===== src/rtl/shr_pkg.sv =====
package shr_pkg;
  localparam int NUM_IRQ   = 4;
  localparam int ST_LINE   = 0;
  localparam int ST_UNDER  = 1;
  localparam int ST_TERR   = 2;
  localparam int ST_RELOAD = 3;
  localparam int RQ_IMM    = 0;
  localparam int RQ_VBL    = 1;

  typedef enum logic [1:0] {
    XFER_NONE = 2'd0,
    XFER_IMM  = 2'd1,
    XFER_VBL  = 2'd2
  } xfer_e;
endpackage


===== src/rtl/shr_bank.sv =====
module shr_bank #(
  parameter int NUM_REGS = 4,
  parameter int DATA_W   = 32,
  parameter int ADDR_W   = 4
) (
  input  logic                       clk,
  input  logic                       rst,
  input  logic                       wr_en,
  input  logic [ADDR_W-1:0]          wr_addr,
  input  logic [DATA_W-1:0]          wr_data,
  input  logic                       xfer,
  output logic [NUM_REGS*DATA_W-1:0] active_flat
);
  // One shadow/active pair per register; all pairs copy on the same edge.
  for (genvar i = 0; i < NUM_REGS; i++) begin : g_reg
    logic [DATA_W-1:0] shadow_q;
    logic [DATA_W-1:0] active_q;
    logic              hit;

    assign hit = wr_en && (wr_addr == ADDR_W'(i));

    always_ff @(posedge clk) begin
      if (rst) begin
        shadow_q <= '0;
        active_q <= '0;
      end else begin
        if (xfer) active_q <= shadow_q;  // old shadow value on a collision
        if (hit)  shadow_q <= wr_data;
      end
    end

    assign active_flat[i*DATA_W +: DATA_W] = active_q;
  end
endmodule


===== src/rtl/shr_reload_seq.sv =====
module shr_reload_seq
  import shr_pkg::*;
#(
  parameter int ADDR_W   = 4,
  parameter int CMD_ADDR = 4
) (
  input  logic              clk,
  input  logic              rst,
  input  logic              wr_en,
  input  logic [ADDR_W-1:0] wr_addr,
  input  logic [1:0]        wr_cmd,
  input  logic              vblank_pulse,
  output logic [1:0]        pend,
  output logic              xfer
);
  logic [1:0] pend_q, pend_n, set_bits;
  xfer_e      cause;

  // Immediate request has priority over the blanking request.
  always_comb begin
    if (pend_q[RQ_IMM])                      cause = XFER_IMM;
    else if (pend_q[RQ_VBL] && vblank_pulse) cause = XFER_VBL;
    else                                     cause = XFER_NONE;
  end

  assign set_bits = (wr_en && wr_addr == ADDR_W'(CMD_ADDR)) ? wr_cmd : 2'b00;

  always_comb begin
    pend_n = pend_q;
    unique case (cause)
      XFER_IMM: pend_n = 2'b00;                 // also satisfies blanking
      XFER_VBL: pend_n[RQ_VBL] = 1'b0;
      default:  ;
    endcase
    pend_n = pend_n | set_bits;                 // a fresh request re-arms
  end

  always_ff @(posedge clk) begin
    if (rst) pend_q <= 2'b00;
    else     pend_q <= pend_n;
  end

  assign pend = pend_q;
  assign xfer = (cause != XFER_NONE);
endmodule


===== src/rtl/shr_irq.sv =====
module shr_irq
  import shr_pkg::*;
#(
  parameter int ADDR_W   = 4,
  parameter int EN_ADDR  = 5,
  parameter int CLR_ADDR = 6
) (
  input  logic               clk,
  input  logic               rst,
  input  logic               wr_en,
  input  logic [ADDR_W-1:0]  wr_addr,
  input  logic [NUM_IRQ-1:0] wr_bits,
  input  logic [NUM_IRQ-1:0] set_vec,
  output logic [NUM_IRQ-1:0] status,
  output logic               irq_out
);
  logic [NUM_IRQ-1:0] en_q, stat_q, clr_vec;
  logic               irq_q;

  assign clr_vec = (wr_en && wr_addr == ADDR_W'(CLR_ADDR)) ? wr_bits : '0;

  always_ff @(posedge clk) begin
    if (rst) begin
      en_q   <= '0;
      stat_q <= '0;
      irq_q  <= 1'b0;
    end else begin
      if (wr_en && wr_addr == ADDR_W'(EN_ADDR)) en_q <= wr_bits;
      stat_q <= (stat_q & ~clr_vec) | set_vec;  // set beats clear
      irq_q  <= |(stat_q & en_q);
    end
  end

  assign status  = stat_q;
  assign irq_out = irq_q;
endmodule


===== src/rtl/shadow_reload_ctrl.sv =====
module shadow_reload_ctrl
  import shr_pkg::*;
#(
  parameter int NUM_REGS = 4,
  parameter int DATA_W   = 32,
  parameter int ADDR_W   = 4
) (
  input  logic                       clk,
  input  logic                       rst,
  input  logic                       wr_en,
  input  logic [ADDR_W-1:0]          wr_addr,
  input  logic [DATA_W-1:0]          wr_data,
  input  logic                       vblank_pulse,
  input  logic [NUM_IRQ-2:0]         evt_strobe,
  output logic [NUM_REGS*DATA_W-1:0] active_flat,
  output logic [1:0]                 reload_pend,
  output logic [NUM_IRQ-1:0]         irq_status,
  output logic                       irq_out
);
  localparam int CMD_ADDR = NUM_REGS;
  localparam int EN_ADDR  = NUM_REGS + 1;
  localparam int CLR_ADDR = NUM_REGS + 2;

  logic xfer;

  shr_bank #(.NUM_REGS(NUM_REGS), .DATA_W(DATA_W), .ADDR_W(ADDR_W)) u_bank (
    .clk(clk), .rst(rst), .wr_en(wr_en), .wr_addr(wr_addr),
    .wr_data(wr_data), .xfer(xfer), .active_flat(active_flat)
  );

  shr_reload_seq #(.ADDR_W(ADDR_W), .CMD_ADDR(CMD_ADDR)) u_seq (
    .clk(clk), .rst(rst), .wr_en(wr_en), .wr_addr(wr_addr),
    .wr_cmd(wr_data[1:0]), .vblank_pulse(vblank_pulse),
    .pend(reload_pend), .xfer(xfer)
  );

  shr_irq #(.ADDR_W(ADDR_W), .EN_ADDR(EN_ADDR), .CLR_ADDR(CLR_ADDR)) u_irq (
    .clk(clk), .rst(rst), .wr_en(wr_en), .wr_addr(wr_addr),
    .wr_bits(wr_data[NUM_IRQ-1:0]), .set_vec({xfer, evt_strobe}),
    .status(irq_status), .irq_out(irq_out)
  );
endmodule


===== config.mk =====
export PLATFORM = sky130hd
export DESIGN_NAME = shadow_reload_ctrl
export DESIGN_NICKNAME = d
export VERILOG_FILES = /design/src/rtl/shr_pkg.sv /design/src/rtl/shr_bank.sv /design/src/rtl/shr_reload_seq.sv /design/src/rtl/shr_irq.sv /design/src/rtl/shadow_reload_ctrl.sv
export SDC_FILE = /design/constraint.sdc
export NUM_CORES = 1
export LEC_CHECK = 0
export BUFFER_PORTS_ARGS = -buffer_cell sky130_fd_sc_hd__buf_2
export CAP_MARGIN = 30
export CELL_PAD_IN_SITES_DETAIL_PLACEMENT = 0
export CELL_PAD_IN_SITES_GLOBAL_PLACEMENT = 1
export CORE_MARGIN = 2
export CORE_UTILIZATION = 38
export CTS_CLUSTER_SIZE = 25
export DETAILED_ROUTE_END_ITERATION = 12
export PLACE_DENSITY_LB_ADDON = 0.1
export RECOVER_POWER = 50
export SYNTH_ARGS = -nofsm -noshare
export SYNTH_HDL_FRONTEND = slang
export SYNTH_SLANG_ARGS = --single-unit

===== constraint.sdc =====
create_clock -name clk -period 1.2 [get_ports clk]
set_clock_uncertainty 0.05 [all_clocks]
set_input_delay 0.12 -clock clk [delete_from_list [all_inputs] [get_ports clk]]
set_output_delay 0.12 -clock clk [all_outputs]
set_load 0.02 [all_outputs]

# == Yosys cells after proc, flatten, opt, wreduce, memory -nomap -nowiden ==
# Cells that the tools add are included.
# totals
out_inout_bits,135
inputBits,43
elab_cells,43
regBits,267
mem_count,0
romBits,0
latchBits,0
ram_bits,0
# op_classes
n_shift,0
bitwise,5
reduce_logical,12
magnitude_cmp,0
n_eq_ne,8
muxes,6
div,0
n_mul,0
addsub,0
# ops
op,n
"4-bit by 3-bit equality test with 1-bit output, second input constant",3
4-bit bitwise AND,2
"4-bit by 2-bit equality test with 1-bit output, second input constant",2
1-bit logical AND,8
2-bit two-way mux,3
"4-bit by 1-bit equality test with 1-bit output, second input constant",1
4-bit zero test,1
4-bit two-way mux,1
4-bit inverter,1
4-bit OR,1
4-bit OR reduction,1
"2-bit by 1-bit equality test with 1-bit output, second input constant",1
"2-bit equality test, second input constant",1
1-bit two-way mux,2
2-bit OR,1
2-bit nonzero test,1
2-bit OR reduction,1

# == Logic depth before layout (Yosys ltp) ==
# Gate-level depths: netlist (run 1).
# logic_depth
depth_word,7
ltp_mapped,5
depth_no_buf,3

# == By module ==
# From an unflattened synthesis (run 1), not the netlist that was laid out.
# unflattened
cells_unflattened,917
hier_area_um2,10084.7
# modules_own_cells
mod,n_inst,cells_per_inst,seq_area_each_um2,area_per_inst_um2
shr_bank,1,868,5124.9,9579.2
shr_irq,1,40,180.2,409.1
shr_reload_seq,1,9,40.0,96.3

# == Least setup slack after synthesis (run 1) ==
# OpenSTA, ideal clock, no wires.
# synth_timing
path_kind,reg2reg
start,"register u_seq.pend_q[1], in the netlist u_seq.pend[1]"
end,register u_bank.g_reg[2].active_q[25]
synth_period_minus_slack_ps,1303
arrival_time_ps,1183
setup_slack_ps,-103
path_buffers,2
setup_time_ps,70
path_stages_with_launch,6
path_cell_list,dfxtp_1 a21o_1 buf_2 buf_2 nand2_1 a21oi_1
# synth_between
elab_chain_len,4
# synth_rtl
element,line,rtl
start: declaration,shr_reload_seq.sv:16,"logic [1:0] pend_q, pend_n, set_bits;"
start signal: assignment,shr_reload_seq.sv:40,else pend_q <= pend_n;
1-bit logical AND,shr_reload_seq.sv:22,else if (pend_q[RQ_VBL] && vblank_pulse) cause = XFER_VBL;
2-bit two-way mux,shr_reload_seq.sv:22,
2-bit two-way mux,shr_reload_seq.sv:21,if (pend_q[RQ_IMM]) cause = XFER_IMM;
2-bit nonzero test,shr_reload_seq.sv:44,assign xfer = (cause != XFER_NONE);
end signal: assignment,shr_bank.sv:27,if (xfer) active_q <= shadow_q;
end: declaration,shr_bank.sv:17,logic [DATA_W-1:0] active_q;
# No other way between the ends.
# A chain may end at the register's enable or synchronous reset.

# == Worst setup path after layout (run 1) ==
# layout_timing
start,"register u_seq.pend_q[1], in the netlist u_seq.pend[1]"
end,output reload_pend[1]
# layout_lines
element,line,rtl
end: declaration,shadow_reload_ctrl.sv:16,"output logic [1:0] reload_pend,"
# No word-level cell between the ends.

==> impl_results.md, run 1 <==
* Net Count, Synth at 1094
* Worst Setup Start Kind: flip-flop
* Flip-flop and latch count after synthesis at 267
* Finished Core Util at approximately 60%
* Die X at approximately 170 um
* Core area at 0.02584 mm^2
* Number of flops mapped to enable cells by yosys at 0
* Pre-Repair DR Iteration Count at 4
* F_max at between 700 and 800 MHz
* Post-Place Cells at ~1500
* Vias in the first global route at ~7600
* Worst vdd ir at 0.9951 mV
* Clk sinks at 267
* Crit Path Class: flip-flop to output port
* Syn-to-layout area delta at 61.43%
* Worst EP required at a little over 1 ns
* DR DRC count at 0
* H-Tree Depth at 1
* ANT nets after route at 0
* Chip height at 165.3 um
* First-pass GRT wire length at 39710 um
* Crit Path Max Fanout at 3
* Num CTS Buffers at 29
* Static leakage at between 0.006 and 0.007 uW
* Drt via density at ~4.8
* Setup violators final at 152
* Critical Path Start: u_seq.pend[1]
* RSZ-0062 raised after global routing: true
* Setup TNS at -6.004 ns
* Boundary pin count at 178
* HPWL after DPL at about 16000 um
* Period utilization at 108.0%
* CTS tree: done
* Final nets at 1385
* Worst-margin pin slew at 0.3046 ns
* Die ar. at around 0.027 mm^2
* Via count at 8101
* Outcome: finished with violations
* DR iter-0 viols at 299
* Worst endpoint data arrival time at about 1.1 ns
* Clk Latency, worst-skew pair at between 0.5 and 0.6 ns
* Final std cells w/o fill at 1697
* Post-Synthesis Mean Instance Area at 9.411 um^2
* Cell count after synthesis at about 1100
* Max-slew violations at 0
* Worst r2r path cells at 6
* Warnings, synthesis at 0
* Synth Cell Area at 0.009891 mm^2
* Min cycle time layout at 1.296 ns
* Initial antenna violation count at 1
* Rows at 59
* Distinct cells, synth at 25
* Clock root buffer: clkbuf_16
* Port bufs at 177
* Crit. End Element: output port
* Total Power at 18620 uW
* Total gr overflow at 0
* Largest net degree at the start of global routing at 61
* Clk slew on worst S/H paths at 0.05 ns
* DR WL/cell at between 15 and 20 um
* Top_reg_cell synth: dfxtp_1
* Final worst slack at -0.09592 ns
* Max-slew headroom at about four fifths
* R2r startpoint: u_seq.pend[1]
* R2r endpoint: u_bank.g_reg[0].active_q[23]
* Clock Tree Buf Depth at 3
* Max-cap viol count at 0
* Pwr/cell area at 1166 mW/mm^2
* Filler cells at 2151
* Gpl congestion at 0.7652
* Synth async-reset ratio at 0%
* Failing checks: setup timing
* Final Hold Vio Count at 0
* # diodes at 0
* Gr usage total at between 10% and 20%
* R2R Setup Slk at -0.09 ns
* Setup crit end: reload_pend[1]
* Routed WL at between 20000 and 30000 um
* Share of cells above drive strength 1 at around half
* Starting Density at a little under two fifths
* Seq/Total Area, Yosys at 54.04%
* HP Class: input port to flip-flop
==> sequential cells by signal (all words and copies together), names as in the netlist <==
register	cells
u_bank.g.active_q	128
u_bank.g.shadow_q	128
u_irq.en_q	4
u_irq.status	4
u_seq.pend	2
u_irq.irq_out	1
==> worst min path at each step <==
stage	depth (start not counted)	endpoint	from
after floorplan	1	u_irq.status[0]	wr_data[0]
final	4	u_irq.en_q[2]	wr_en
after detailed placement	2	u_irq.status[2]	wr_data[2]
after global placement	2	u_irq.status[2]	wr_data[2]
after global routing	4	u_irq.en_q[3]	wr_en
after CTS	4	u_irq.en_q[2]	wr_en
==> critical path: stages, from the launching register on <==
cell and delay (ns):
dfxtp_4 0.36, buf_6 0.12, buf_6 0.12
==> Yosys cell counts, types with 2 or more instances <==
cell        n  area share (%)
a22oi_1     2            0.15
nand2_2     2            0.13
a311oi_1    4            0.35
nor2_1      6            0.23
a21oi_1   129             6.5
buf_6       6            0.68
buf_2      35             1.8
nand2_1   257             9.8
mux2i_1   132              13
buf_4       6            0.46
nand2b_1  164              10
clkbuf_1   27             1.0
inv_1       3            0.11
dfxtp_1   267              54
==> placed cells by master (no fill, tap or decap), drive strengths merged <==
cell / synthesis / routed
a21o: 1 / 1
a21oi: 130 / 130
a22oi: 2 / 2
a311oi: 4 / 4
a32oi: 1 / 1
and2: 1 / 1
and3b: 1 / 1
and4: 1 / 1
buf: 47 / 274
bufinv: 0 / 2
clkbuf: 27 / 63
clkinv: 0 / 6
dfxtp: 267 / 267
dlygate4sd3: 0 / 37
dlymetal6s4s: 0 / 2
inv: 3 / 4
mux2i: 132 / 132
nand2: 259 / 259
nand2b: 164 / 164
nand4b: 2 / 2
nor2: 7 / 7
nor2b: 1 / 1
nor3b: 1 / 1
==> metal layers <==
metal	track usage, %	part of all wire [%]
met3	3.222	4.0
met1	25.21	48
met4	3.566	1.2
met2	29.47	47
met5	0	0.051
==> where the power goes <==
group          switching, uW  internal (uW)  leakage [uW]
registers               40.0           8830       0.00223
clock network           3540           5220      0.000465
logic                    516            480       0.00381
total                   4100          14500       0.00651
==> timing repair <==
action	CTS	global route
resized for setup	375	414
endpoints found under the setup margin	179	278
buffers inserted	7	41
cloned	2	21
endpoints found under the hold margin	150	0
hold buffers	39	0
pin swaps	4	197
==> logic make-up after synthesis <==
| logic type | after synthesis | share of synthesized area (%) |
|---|---|---|
| AOI/OAI and AO/OA | 138 | 7.287 |
| buffers and inverters | 77 | 4.048 |
| DFF | 267 | 54.04 |
| muxes | 132 | 13.36 |
| and+or+nand+nor | 437 | 21.27 |
==> cell type report <==
cell class	instances	area, um^2	area share [%]
tap	335	419.2	2.625
sequential	267	5625	35.23
inverter	3	11.26	0.07053
clock buffer	42	834.6	5.227
timing repair buffer	334	3641	22.80
multi-input combinational	707	5336	33.42
clock inverter	9	98.84	0.6191
==> per-stage QoR <==
step / cell area [um^2] / hold WS [ns] / setup WS [ns]
finish: 15970 / 0.03804 / -0.09592
global route: 15970 / 0.05011 / -0.1351
CTS: 13860 / 0.01513 / -0.1247
detailed placement: 11480 / 0.2872 / -0.04019
global placement: 11480 / 0.2861 / 0.004596
floorplan: 9896 / 0.1787 / 0.02531
Power figures use the tool's default switching activity.
==> inputs of run 2 (changes only) <==
Settings changed: CELL_PAD_IN_SITES_DETAIL_PLACEMENT 0 to not set, CELL_PAD_IN_SITES_GLOBAL_PLACEMENT 1 to not set, CORE_UTILIZATION 38 to 50, PLACE_DENSITY set to 0.76, PLACE_DENSITY_LB_ADDON 0.1 to not set.
==> run 2 against run 1 <==
- the flow still finishes with violations (setup timing)
- count of clock-buffer cells in the layout is the same
- cell area decreased by 8.9%
- first-iteration DRC count is 81% higher
- critical path type is now flip-flop to flip-flop
- largest cell class unchanged
==> impl_results.md, run 2 (synthesis results as in run 1) <==
* Outcome: finished with violations
* Failing checks: setup timing
* Worst-margin pin slew at approximately 0.7 ns
* Final Hold Vio Count at 0
* Placed Instance Area at about 0.011 mm^2
* Share of cells above drive strength 1 at between 40% and 50%
* Final nets at ~1300
* F_max at around 740 MHz
* Crit Path Class: flip-flop to flip-flop
* Commonest non-fill, non-tap cell in the layout: nand2_1
* Vias in the first global route at 7555
* Initial antenna violation count at 0
* Clk slew on worst S/H paths at about 0.070 ns
* Syn-to-layout area delta at 47.05%
* Total gr overflow at 0
* Most frequent cells in the layout: nand2_1 (179), nand2b_1 (163), dfxtp_1 (160), mux2i_1 (131), dfxtp_2 (104)
* Max-slew headroom at 53.53%
* Max-cap viol count at 0
* Filler cells at 1223
* Port bufs at 177
* Regs by FF count: u_bank.g.active_q: 128 flops, u_bank.g.shadow_q: 128 flops
* Drt via density at 5.321
* Crit Path Max Fanout at 8
* Chip height at between 100 and 150 um
* Clk Latency, worst-skew pair at approximately 0.53 ns
* Gr usage total at around a quarter
* Max-slew violations at 0
* Worst vdd ir at 0.9585 mV
* Num CTS Buffers at 27
* Starting Density at 50.82%
* Length of routed met3 wiring at 1834 um
* DR iter-0 viols at 541
* Routed WL at 31460 um
* DR DRC count at 0
* Final instance area at 0.01454 mm^2
* Post-Place Cells at around 1500
* Crit. End Element: flip-flop
* Highest Signal Layer: met4
* Final std cells w/o fill at 1588
* Static leakage at 0.006506 uW
* Setup TNS at -8.390 ns
* M1 WL at 13510 um
* Worst endpoint data arrival time at 1.73 ns
* Period utilization at 112.8%
* HP Class: input port to flip-flop
* Clock Tree Buf Depth at 3
* Footprint of the multi-input gates at ~0.0048 mm^2
* RSZ-0062 raised after global routing: true
* ANT nets after route at 0
* Die X at 144.6 um
* DR WL/cell at 19.81 um
* Routed wl met2 at 15360 um
* Worst EP required at 1.57 ns
* Min cycle time layout at 1.354 ns
* Total Power at 18110 uW
* Worst Setup Start Kind: flip-flop
* Core area at 0.01946 mm^2
* Clk sinks at 267
* CTS tree: done
* Clock root buffer: clkbuf_16
* Pre-Repair DR Iteration Count at 5
* Gpl congestion at 0.7720
* Pwr/cell area at 1245 mW/mm^2
* Setup violators final at roughly 150
* H-Tree Depth at 1
* Boundary pin count at approximately 180
* Rows at 51
* Die ar. at 0.02092 mm^2
* Storage cell area at 0.005487 mm^2
* Hold WS at 0.01590 ns
* Largest net degree at the start of global routing at 48
* Via count at 8449
* First-pass GRT wire length at 39440 um
* HPWL after DPL at 14700 um
* Final worst slack at -0.1538 ns
==> run 2: cell count changes in the layout (fill, tap and decap cells not counted), sizes merged <==
cell	before	now
a21o	1	3
clkbuf	63	65
clkdlybuf4s25	0	1
buf	274	232
bufinv	2	1
diode	0	1
clkinv	6	2
dlygate4sd3	37	39
==> run 2: final cells by class <==
type / instances / share of cell area (%)
diodes: 1 / 0.01721
well taps: 265 / 2.280
inverters: 3 / 0.07743
multi-input cells: 709 / 33.12
clock buffers: 42 / 5.514
repair buffers: 297 / 20.93
clock inverters: 4 / 0.3355
flip-flops and latches: 267 / 37.72
==> run 2: worst max-delay path, stage by stage, from the launching register on <==
cell and delay [ns]:
dfxtp_4 0.36, buf_6 0.13, a21o_4 0.27, buf_12 0.15, buf_16 0.15, nand2_2 0.07
a21oi_1 0.06
==> run 2: final timing paths <==
path                                     start                            to  slack (ns)  cells after the start
setup reg to reg                 u_seq.pend[1]   u_bank.g_reg[3].active_q[0]       -0.15                      6
hold reg to reg   u_bank.g_reg[2].active_q[11]  u_bank.g_reg[2].active_q[11]        0.40                      2
setup / recovery                 u_seq.pend[1]   u_bank.g_reg[3].active_q[0]       -0.15                      6
hold / removal                      wr_addr[0]                 u_seq.pend[0]        0.02                      5
==> run 2: layer usage <==
metal / vias to the layer above / GRT usage (%)
met3: 62 / 4.007
met1: 4130 / 32.76
met2: 312 / 38.64
li1: 3945 / -
met4: 0 / 5.212
met5: - / 0
==> run 2: what timing repair did <==
| item | in CTS | in global routing |
|---|---|---|
| hold endpoints to repair | 146 | 18 |
| resized for setup | 152 | 379 |
| hold buffers | 42 | 1 |
| gates cloned | 5 | 24 |
| buffers inserted | 4 | 9 |
| pin swaps | 3 | 89 |
| setup endpoints to repair | 165 | 330 |
==> run 2: report_power, final <==
group | leakage (uW) | internal (uW) | switching [uW]
logic | 0.00388 | 458 | 503
clock network | 0.000419 | 4770 | 3400
registers | 0.00221 | 8920 | 52.8
total | 0.00651 | 14100 | 3960
==> run 2: metrics by stage <==
step	utilization [%]	setup WS (ns)
6_report	74.73	-0.1538
2_1_floorplan	-	0.02531
3_5_place_dp	57.91	-0.03519
4_1_cts	67.05	-0.1082
5_1_grt	74.72	-0.1766
3_3_place_gp	57.91	0.01145
==> inputs of run 3 (changes only) <==
Settings changed: PLACE_DENSITY 0.76 to not set, PLACE_DENSITY_LB_ADDON set to 0.15.
==> run 3 against run 2 <==
- the flow still finishes with violations (setup timing)
- via count is 6.5% lower
- sequential share of layout area grew 2.4 points
- highest routed layer unchanged
- first-iteration DRC count down 30%
- worst hold slack better by 0.013 ns
- critical endpoint is now u_bank.g_reg[0].shadow_q[20]
- clock power decreased by 1%
==> impl_results.md, run 3 (synthesis results as in run 1) <==
* Outcome: finished with violations
* Failing checks: setup timing
* Via count at 7896
* # diodes at 0
* Worst endpoint data arrival time at 1.68 ns
* Final Hold Vio Count at 0
* Gpl congestion at between 0.7 and 0.8
* Top delay family on crit path: buffers and inverters
* Port bufs at 177
* CTS tree: done
* Syn-to-layout area delta at 37.93%
* Critical-path cell list: dlygate4sd3_1 -> clkbuf_2 -> nor3b_2 -> nand2_2 -> buf_12 -> mux2i_1
* R2r endpoint: u_bank.g_reg[3].active_q[19]
* Post-Place Cells at 1458
* Initial antenna violation count at 0
* Rows at approximately 50
* Worst-margin pin slew at 0.3288 ns
* Routed WL at about 26000 um
* Max-cap viol count at 0
* Share of cells above drive strength 1 at 31.04%
* Die X at 144.6 um
* Boundary pin count at about 180
* Critical Path Start: wr_addr[0]
* Crit Path Class: input port to flip-flop
* Clk slew on worst S/H paths at roughly 0.060 ns
* Pwr/cell area at approximately 1300 mW/mm^2
* Chip height at roughly 140 um
* Max-slew headroom at between 70% and 80%
* HP Class: input port to flip-flop
* DR iter-0 viols at 380
* Critical path's largest stage delay at 0.54 ns
* DR DRC count at 0
* ANT nets after route at 0
* Crit Path Max Fanout at 32
* Clk Latency, worst-skew pair at 0.52 ns
* Core area at 0.01946 mm^2
* Final worst slack at -0.1212 ns
* RSZ-0062 raised after global routing: true
* Buf/Inv on CP at 3
* Drt via density at 5.062
* Worst r2r path cells at 4
* Final std cells w/o fill at 1560
* Total gr overflow at 0
* DR WL/cell at 16.82 um
* Regs by FF count: u_bank.g.active_q: 128 flops, u_bank.g.shadow_q: 128 flops
* Max-slew violations at 0
* F_max at about 760 MHz
* Setup TNS at -2.372 ns
* Setup violators final at 105
* H-Tree Depth at 1
* Setup crit end: u_bank.g_reg[0].shadow_q[20]
* Worst vdd ir at 0.9176 mV
* HPWL after DPL at 14650 um
* Crit. End Element: flip-flop
* Pre-Repair DR Iteration Count at 5
* Largest net degree at the start of global routing at 50
* Worst EP required at roughly 1.6 ns
* Worst Setup Start Kind: input port
* Final nets at 1320
* Number of cells on the critical path at 6
* Total Power at 17900 uW
* R2r startpoint: u_seq.pend[1]
* Clk sinks at 267
* Starting Density at 50.82%
* Static leakage at between 0.005 and 0.006 uW
* Num CTS Buffers at 26
* Die ar. at 0.02092 mm^2
* Period utilization at 110.1%
* Commonest non-fill, non-tap cell in the layout: nand2_1
* Vias in the first global route at about 7500
* Gr usage total at 23.00%
* First-pass GRT wire length at 38430 um
* Min cycle time layout at between 1 and 1.5 ns
* Most frequent cells in the layout: nand2_1 (255), dfxtp_1 (172), nand2b_1 (164), mux2i_1 (132), a21oi_1 (101)
* R2R Setup Slk at -0.08 ns
* Clock Tree Buf Depth at 3
* Clock root buffer: clkbuf_16
* CP max stage cell: dlygate4sd3_1
run 3: layout make-up:
class                   instances  area, um^2
flip-flops and latches        267        5472
inverters                       3       11.26
multi-input cells             707        4279
clock buffers                  43       794.5
repair buffers                272        2703
clock inverters                 3       51.30
fillers                      1488        5821
well taps                     265       331.6
run 3: power breakdown:
group | switching, uW | total [uW] | internal, uW
logic | 446 | 876 | 430
clock network | 3350 | 8060 | 4710
registers | 40.6 | 8960 | 8920
total | 3840 | 17900 | 14100
run 3: what timing repair did:
action                                 4_1_cts  5_1_grt
pin swaps                                    1        0
setup endpoints to repair                  184      284
endpoints found under the hold margin      131        0
resized for setup                          165      189
cloned                                       5        6
hold buffers                                38        0
setup buffers                                3        4
run 3: how the worst min path moves through the flow:
stage                 from                           end  depth (start not counted)
5_1_grt        wr_data[28]  u_bank.g_reg[3].shadow_q[28]                          3
4_1_cts        wr_data[28]  u_bank.g_reg[3].shadow_q[28]                          3
2_1_floorplan   wr_data[0]               u_irq.status[0]                          1
3_3_place_gp    wr_data[2]               u_irq.status[2]                          2
3_5_place_dp    wr_data[2]               u_irq.status[2]                          2
6_report             wr_en                 u_irq.en_q[0]                          4
run 3: routing by layer:
| metal | global-route usage (%) | routed length (um) | vias up |
|---|---|---|---|
| met2 | 38.06 | 12470 | 176 |
| met3 | 3.146 | 1143 | 32 |
| met5 | 0 | 0 | - |
| li1 | - | - | 3879 |
| met4 | 5.570 | 432 | 0 |
| met1 | 31.92 | 12190 | 3809 |
run 3: worst min-delay path, stage by stage:
cell	delay, ns
buf_2	0.14
nand4b_1	0.08
buf_4	0.14
mux2i_1	0.07
run 3: through the flow:
stage	hold slack [ns]	util (%)	area, um^2	setup slack, ns
after floorplan	0.1787	-	9896	0.02531
after global placement	0.2799	57.85	11260	-0.04588
after detailed placement	0.2842	57.85	11260	-0.1098
after CTS	0.0009803	66.90	13020	-0.1016
after global routing	0.02680	70.09	13640	-0.1394
final	0.02847	70.09	13640	-0.1212
